**config.mk**
```make
export PLATFORM = sky130hd
export DESIGN_NAME = freqc_top
export DESIGN_NICKNAME = d
export VERILOG_FILES = /design/src/rtl/freqc_pkg.sv /design/src/rtl/freqc_sync_edge.sv /design/src/rtl/freqc_counter.sv /design/src/rtl/freqc_top.sv
export SDC_FILE = /design/constraint.sdc
export NUM_CORES = 1
export LEC_CHECK = 0
export BUFFER_PORTS_ARGS = -buffer_cell sky130_fd_sc_hd__buf_2
export CAP_MARGIN = 20
export CORE_MARGIN = 2
export CORE_UTILIZATION = 60
export DETAILED_ROUTE_END_ITERATION = 7
export GPL_ROUTABILITY_DRIVEN = 0
export PLACE_DENSITY = 0.81
export SYNTH_ARGS = -nofsm -noshare
export SYNTH_HDL_FRONTEND = slang
export SYNTH_SLANG_ARGS = --single-unit
```
**constraint.sdc**
```tcl
create_clock -name clk -period 7.79 [get_ports clk]
set_input_delay 1.558 -clock clk [delete_from_list [all_inputs] [get_ports clk]]
set_output_delay 1.558 -clock clk [all_outputs]
set_load 0.05 [all_outputs]
```
**src/rtl/freqc_pkg.sv**
```systemverilog
package freqc_pkg;
  typedef enum logic [1:0] {
    ST_IDLE  = 2'd0,
    ST_CLEAR = 2'd1,
    ST_WAIT  = 2'd2,
    ST_RUN   = 2'd3
  } freqc_state_e;
endpackage

```
**src/rtl/freqc_sync_edge.sv**
```systemverilog
module freqc_sync_edge #(
  parameter int STAGES = 2
) (
  input  logic clk,
  input  logic rst,
  input  logic async_in,
  output logic rise
);
  logic [STAGES-1:0] chain;
  logic              last_q;

  genvar gi;
  generate
    for (gi = 0; gi < STAGES; gi++) begin : g_stage
      if (gi == 0) begin : g_first
        always_ff @(posedge clk) begin
          if (rst) chain[0] <= 1'b0;
          else     chain[0] <= async_in;
        end
      end else begin : g_next
        always_ff @(posedge clk) begin
          if (rst) chain[gi] <= 1'b0;
          else     chain[gi] <= chain[gi-1];
        end
      end
    end
  endgenerate

  always_ff @(posedge clk) begin
    if (rst) last_q <= 1'b0;
    else     last_q <= chain[STAGES-1];
  end

  assign rise = chain[STAGES-1] & ~last_q;
endmodule

```
**src/rtl/freqc_counter.sv**
```systemverilog
module freqc_counter #(
  parameter int W = 32
) (
  input  logic         clk,
  input  logic         rst,
  input  logic         clr,
  input  logic         inc,
  output logic [W-1:0] q,
  output logic         at_max
);
  always_ff @(posedge clk) begin
    if (rst || clr) q <= '0;
    else if (inc)   q <= q + 1'b1;
  end

  assign at_max = &q;
endmodule

```
**src/rtl/freqc_top.sv**
```systemverilog
module freqc_top
  import freqc_pkg::*;
#(
  parameter int CNT_W       = 32,
  parameter int TICK_W      = 32,
  parameter int SYNC_STAGES = 2
) (
  input  logic              clk,
  input  logic              rst,
  input  logic              sig_in,
  input  logic              arm,
  input  logic [CNT_W-1:0]  period_cmp,
  output logic [TICK_W-1:0] ticks_out,
  output logic              done,
  output logic              overflow
);
  localparam logic [CNT_W-1:0] CMP_ONE = CNT_W'(1);

  freqc_state_e      state_q;
  logic [CNT_W-1:0]  cmp_q;
  logic [CNT_W-1:0]  edge_q;
  logic [TICK_W-1:0] tick_q;
  logic              tick_full;
  logic              edge_full;
  logic              rise;
  logic              gate_open;
  logic              edge_clr;
  logic              edge_inc;
  logic              tick_clr;
  logic              tick_inc;
  logic              hit_cmp;

  freqc_sync_edge #(.STAGES(SYNC_STAGES)) u_sync (
    .clk      (clk),
    .rst      (rst),
    .async_in (sig_in),
    .rise     (rise)
  );

  // Edge path is blocked except while waiting or running.
  assign gate_open = !arm && (state_q == ST_WAIT || state_q == ST_RUN);
  assign edge_clr  = arm || state_q == ST_CLEAR;
  assign edge_inc  = gate_open && rise;
  assign tick_clr  = arm || state_q != ST_RUN;
  assign tick_inc  = !arm && state_q == ST_RUN;
  assign hit_cmp   = (edge_q + CMP_ONE) == cmp_q;

  freqc_counter #(.W(CNT_W)) u_edges (
    .clk    (clk),
    .rst    (rst),
    .clr    (edge_clr),
    .inc    (edge_inc),
    .q      (edge_q),
    .at_max (edge_full)
  );

  freqc_counter #(.W(TICK_W)) u_ticks (
    .clk    (clk),
    .rst    (rst),
    .clr    (tick_clr),
    .inc    (tick_inc),
    .q      (tick_q),
    .at_max (tick_full)
  );

  always_ff @(posedge clk) begin
    if (rst) begin
      state_q   <= ST_IDLE;
      cmp_q     <= '0;
      ticks_out <= '0;
      done      <= 1'b0;
      overflow  <= 1'b0;
    end else begin
      done <= 1'b0;
      if (arm) begin
        state_q  <= ST_CLEAR;
        cmp_q    <= period_cmp;
        overflow <= 1'b0;
      end else begin
        unique case (state_q)
          ST_IDLE:  state_q <= ST_IDLE;
          ST_CLEAR: state_q <= ST_WAIT;
          ST_WAIT: begin
            if (rise) begin
              if (cmp_q <= CMP_ONE) begin
                ticks_out <= '0;
                done      <= 1'b1;
                state_q   <= ST_IDLE;
              end else begin
                state_q <= ST_RUN;
              end
            end
          end
          ST_RUN: begin
            if (tick_full || (edge_full && rise)) begin
              ticks_out <= '1;
              overflow  <= 1'b1;
              done      <= 1'b1;
              state_q   <= ST_IDLE;
            end else if (rise && hit_cmp) begin
              ticks_out <= tick_q + 1'b1;
              done      <= 1'b1;
              state_q   <= ST_IDLE;
            end
          end
          default: state_q <= ST_IDLE;
        endcase
      end
    end
  end
endmodule

```
# == After elaboration in Yosys (flattened, before gate mapping) ==
# Index checks and enable logic that the tools add are counted.
# W data, S select, Z words.
# op_classes
n_addsub,2
n_lt_le_gt_ge,1
n_eq_ne,10
muxes,16
n_bitwise,3
reduce_logical,21
# ops
cell,count
$mux W32,4
$add A32 B1 Y32 const B,2
$pmux W32 S2,1
$reduce_and A32 Y1,2
$eq A32 B32 Y1,1
$le A32 B1 Y1 const B,1
$mux W2,4
$pmux W2 S4,1
$logic_or A1 B1 Y1,6
$reduce_and A2 Y1,3
$logic_and A1 B1 Y1,5
$mux W1,5
$reduce_and A5 Y1,1
$eq A2 B2 Y1 const B,2
$ne A2 B2 Y1 const B,2
$ne A4 B2 Y1 const B,1
$ne A3 B1 Y1 const B,1
$ne A3 B3 Y1 const B,1
$eq A2 B1 Y1 const B,1
$logic_not A2 Y1,1
$ne A2 B1 Y1 const B,1
$not A1 Y1,2
$pmux W1 S2,1
$reduce_bool A2 Y1,1
other kinds (3),3
# word_totals
regBits,135
inputBits,36
output_inout_bits,34
elab_cells,64

# == Depth between registers and ports, before layout ==
# depth
ltp_word,7
ltp_mapped,13
depth_no_buf,10

# == Modules after synthesis ==
# A second synthesis with hierarchy kept.
# hier_totals
hier_cells,918
hier_area_um2,7768.7
# by_module_without_submodules
mod,n_inst,cells_each,area_per_inst_um2,seq_area_each_um2
freqc_top,1,541,4578.1,1361.3
freqc_counter,2,185,1551.5,640.6
freqc_sync_edge,1,7,87.6,60.1

# == Worst setup path before layout ==
# OpenSTA, ideal clock, no wires.
# synth_timing
path_type,reg2reg
from,register u_edges.q[0]
to,register ticks_out[20]
setup_time_ps,81
arrival_time_ps,3300
path_slack_ps,4409
stages_incl_launch_ff,12
path_buffers,1
period_less_slack_ps,3381
cell_sequence,dfxtp_1 > ha_1 > nand3_1 > or4_1 > or3_1 > a22oi_1 > nand4_1 > or4b_4 > a21oi_4 > buf_6 > nor2_2 > a211oi_2
# synth_via
elab_chain_len,5
# synth_rtl
element,line,text
"start, declared",freqc_counter.sv:8,"output logic [W-1:0] q,"
"start signal, assigned",freqc_counter.sv:13,else if (inc) q <= q + 1'b1;
$add A32 B1 Y32 / $reduce_and A32 Y1 (equally long branches),"freqc_top.sv:46, freqc_counter.sv:16",
$eq A32 B32 Y1 / $logic_and A1 B1 Y1 (equally long branches),"freqc_top.sv:46, freqc_top.sv:95",
$logic_and A1 B1 Y1 / $logic_or A1 B1 Y1 (equally long branches),"freqc_top.sv:100, freqc_top.sv:95",
$ne A3 B1 Y1 (no source line) / $mux W32 (equally long branches),--,
$reduce_and A5 Y1 (no source line) / $pmux W32 S2 (equally long branches),--,
"end signal, assigned",freqc_top.sv:101,ticks_out <= tick_q + 1'b1;
"end, declared",freqc_top.sv:13,"output logic [TICK_W-1:0] ticks_out,"
# Several ways; a longest one is shown, not always the timed one.
# A chain may end at the register's enable or synchronous reset.

# == Worst setup path in the final report ==
# layout_timing
from,register u_edges.q[8]
to,register ticks_out[14]
# The elaborated chain is that of the path after synthesis.

==> run summary <==
The cell sitting at the root of the clock tree is a sky130_fd_sc_hd__clkbuf_8. The count of buffers added on input and output ports is 69. The commonest cells after synthesis are sky130_fd_sc_hd__dfxtp_1 (135), sky130_fd_sc_hd__nor2_1 (109), sky130_fd_sc_hd__nand2_1 (46). The post-CTS repair timing setup buffer count came out at 0. The register area share after synthesis came out at 0.401. The floorplan die width is between 100 and 150 um.

The number of synthesis warnings is 0. Traced cell by cell, the critical path runs through nand4_1 -> or4_1 -> o31a_1 -> o31ai_1 -> or2_0 -> or4b_4 -> a21oi_4 -> buf_4 -> nor2_2 -> a211oi_2. The startpoint of the worst hold path is u_sync.chain[0]$_SDFF_PP0_. The layout cell share with drive strength beyond 1 is 0.215. The wire-length estimate of the detail-placed layout is about 11000 um. The routed design has 16000 um of wire.

The finished cells cover around 0.0078 mm2. Yosys attributes the largest share of cell area to sky130_fd_sc_hd__dfxtp_1 (40%), sky130_fd_sc_hd__nor2_1 (6.1%), sky130_fd_sc_hd__xor2_1 (5.7%). The remaining max-slew budget at the tightest pin is 0.297. The post-synthesis register bit count is about 140. In the global route stage, overall resource usage came out at 0.277. The total number of nets in the final design is approximately 860.

The total via count after detailed routing is ~5800. The predominant post-synthesis flop cell is sky130_fd_sc_hd__dfxtp_1. Summed over all instances, the cell type with the most area after synthesis is sky130_fd_sc_hd__dfxtp_1.

At the pin with the least slew margin, the transition time is between 1000 and 1500 ps. Hold timing on the final database bottoms out at a slack of about 460 ps. The data arrival time of the worst path came out at roughly 4600 ps. Dividing total power by cell area gives a power density of around 210 mW/mm2. The clock transition time at the flip-flop clock pins of the worst setup and hold paths is approximately 60 ps.

The starting density of the core came out at 0.619. The global-route wire length before repair is around 26000 um. The worst vdd rail ir drop came out at approximately 0.17 mV. The number of hold buffers added after CTS is 0. The critical path is of the reg -> reg type.

Counting every instance in the synthesized netlist gives 760. The area growth from synthesis to final layout came out at 15.1%. The netlist area before placement is approximately 0.0067 mm2. Summed over all cells, the static leakage comes to between 0.002 and 0.003 uW. The final critical path time including I/O delays and setup is between 4000 and 5000 ps. The element type at the critical path end is a register. Between clock sinks in the finished design, the worst skew comes to approximately 10 ps.

The clock tree from TritonCTS is built. The endpoint identified for the worst register-to-register timing path is ticks_out[14]$_SDFFE_PP0P_. The vertical die dimension is 110 um. The number of CTS-inserted buffers came out at 17. The length of the first detailed-routing pass in iterations is 7. The final number of hold-violating endpoints is 0. The launch instance of the worst register-to-register path is u_edges.q[8]$_SDFFE_PP0P_. The DRC violation count after routing came out at 0.

Setup violations remaining at the end of the flow were counted as 0. The number of resized instances in the post-cts repair step came out at 0. The final setup TNS is 0 ps. The required time at the worst-slack endpoint came out at 8240 ps. The detailed-route vias per instance came out at 5.99. The slowest stage cell on the critical path is sky130_fd_sc_hd__or4_1. The region available for standard cell placement spans approximately 0.011 mm2. The clock latency reported for the late side of the worst-skew pair came out at approximately 540 ps. The number of fill cells came out at 822. The final max-slew violation count came out at 0. The worst stage delay on the critical path came out at roughly 820 ps. The fraction of the cycle the final worst path needs is 0.529. After synthesis, the netlist uses slightly above 60 different library cells. For hold timing, the worst endpoint is u_sync.chain[1]$_SDFF_PP0_. The area fraction of the dominant cell type after synthesis came out at 0.401. For this design, the sink count on the clock tree is ~140. After detailed routing, the average wire length per cell comes to ~17 um.

The register-to-register setup slack is roughly 3700 ps. The number of nets in the synthesized netlist came out at about 800. Counting instances, the worst hold path has a depth of 1. The number of cells on the worst reg-to-reg path is 10.

The average size of a mapped cell came out at 8.87 um2. The total inserted antenna cells is 0. Once placement finished, the instance area stood at just over 0.007 mm2.

The startpoint type of the worst setup path is a register. The via count of the first global-routing pass is 5400. Of all flip-flops after synthesis, the portion carrying an async set or reset was 0.

The die covers ~0.012 mm2. The number of nets with antenna violations after routing came out at 0. Row generation in the floorplan step produced 38 rows. The worst-path maximum fanout is 32. For this run, the top clock speed supported by timing is 243 MHz. The top-level I/O count came out at 70.

The most critical setup path has its startpoint at u_edges.q[8]$_SDFFE_PP0P_. The H-tree depth is 4. Setup repair after global routing left no endpoint under its margin. The number of violations of the max-capacitance limit came out at 0.

Entering global routing, the biggest net connects between 40 and 50 pins. The type of the worst min-delay path is reg -> reg. The leading cell type by number of instances after synthesis is sky130_fd_sc_hd__dfxtp_1.

The first-iteration detailed-routing DRC count came out at slightly below 500. For this run the aggregate overflow at the end of global routing stands at 0. The initial antenna violation count is 0.

The run finished with clean final reports. The number of enable-type register cells in the synthesized netlist came out at 0. The buffer levels on the longest clock path came out at 2.
==> logic make-up (layout without fill, tap and decap cells) <==
family          after synthesis  count (layout)  synth area share
buf+inv                      52             119            0.0345
compound gates              115             115             0.138
xor+xnor                     85              85             0.110
mux                          33              33            0.0492
fa+ha+maj                     5               5           0.00929
simple gates                335             335             0.257
flops                       135             135             0.401
==> routing by layer <==
metal,share of wire,GRT usage,wire length (um),up-vias
met5,0,0,0,-
met4,0.023,0.102,374,0
met3,0.076,0.0729,1220,47
met2,0.46,0.441,7370,224
met1,0.44,0.362,7070,2724
li1,-,-,-,2795
==> flip-flops by register name (all words and copies together) (netlist names), 2 cells and up <==
name / count
ticks_out: 32
cmp_q: 32
u_ticks.q: 32
u_sync.chain: 2
state_q: 2
u_edges.q: 32
==> metrics by stage <==
stage | utilization | std cells | setup WS (ps) | power (uW)
floorplan | - | 760 | 4410 | 782
global placement | 0.653 | 932 | 3910 | 805
detailed placement | 0.653 | 932 | 3750 | 808
CTS | 0.707 | 964 | 3730 | 1610
global route | 0.712 | 967 | 3330 | 1650
finish | 0.712 | 967 | 3670 | 1600
==> cell type report <==
type	instances	area, um2	share of cell area
Tap cell	140	175	0.0226
Multi-Input combinational cell	573	3810	0.492
Clock inverter	14	171	0.0221
Clock buffer	18	418	0.0539
Sequential cell	135	2700	0.348
Inverter	12	45.0	0.00581
Timing Repair Buffer	75	430	0.0555
==> power breakdown <==
group / total, uW / internal, uW / switching (uW)
logic: 83.1 / 37.8 / 45.3
registers: 715 / 701 / 13.0
clock network: 800 / 490 / 310
==> critical path, delay by kind of cell, from the launching register on <==
family / cells / cell delay, ps
simple gates: 5 / 2000
compound gates: 4 / 1070
flops: 1 / 490
buf+inv: 1 / 440
==> cells in the final DEF, fill, tap and decap left out, types with 4 or more instances in the layout <==
cell                        netlist  routed
sky130_fd_sc_hd__or4_1            5       5
sky130_fd_sc_hd__a21o_1           4       4
sky130_fd_sc_hd__clkbuf_16        0      16
sky130_fd_sc_hd__nand2_1         46      46
sky130_fd_sc_hd__xor2_1          44      44
sky130_fd_sc_hd__and3_1          11      11
sky130_fd_sc_hd__nand4_1         22      22
sky130_fd_sc_hd__nor2b_1          6       6
sky130_fd_sc_hd__o21ai_0         21      21
sky130_fd_sc_hd__xnor2_1         41      41
sky130_fd_sc_hd__nor4_1          19      19
sky130_fd_sc_hd__nand2b_1         4       4
sky130_fd_sc_hd__a21oi_1         24      24
sky130_fd_sc_hd__clkinv_2         0       4
sky130_fd_sc_hd__nor3_1          12      12
sky130_fd_sc_hd__nand3_1         28      28
sky130_fd_sc_hd__ha_1             5       5
sky130_fd_sc_hd__or3_1           23      23
sky130_fd_sc_hd__nor2_1         109     109
sky130_fd_sc_hd__nor2_2          29      29
sky130_fd_sc_hd__dfxtp_1        135     135
sky130_fd_sc_hd__inv_1           12      12
sky130_fd_sc_hd__mux2i_1         32      32
sky130_fd_sc_hd__a211oi_1         6       6
sky130_fd_sc_hd__a211oi_2        30      30
sky130_fd_sc_hd__inv_6            0       4
sky130_fd_sc_hd__buf_2           12      69
==> worst max path at each step <==
stage / endpoint / slack, ps / depth (start not counted)
2_1_floorplan: ticks_out[20]$_SDFFE_PP0P_ / 4410 / 11
6_report: ticks_out[14]$_SDFFE_PP0P_ / 3670 / 10
3_5_place_dp: ticks_out[31]$_SDFFE_PP0P_ / 3750 / 10
4_1_cts: ticks_out[14]$_SDFFE_PP0P_ / 3730 / 10
5_1_grt: ticks_out[10]$_SDFFE_PP0P_ / 3330 / 10
3_3_place_gp: ticks_out[31]$_SDFFE_PP0P_ / 3910 / 10
No activity file was read; power rests on OpenSTA's default activity.
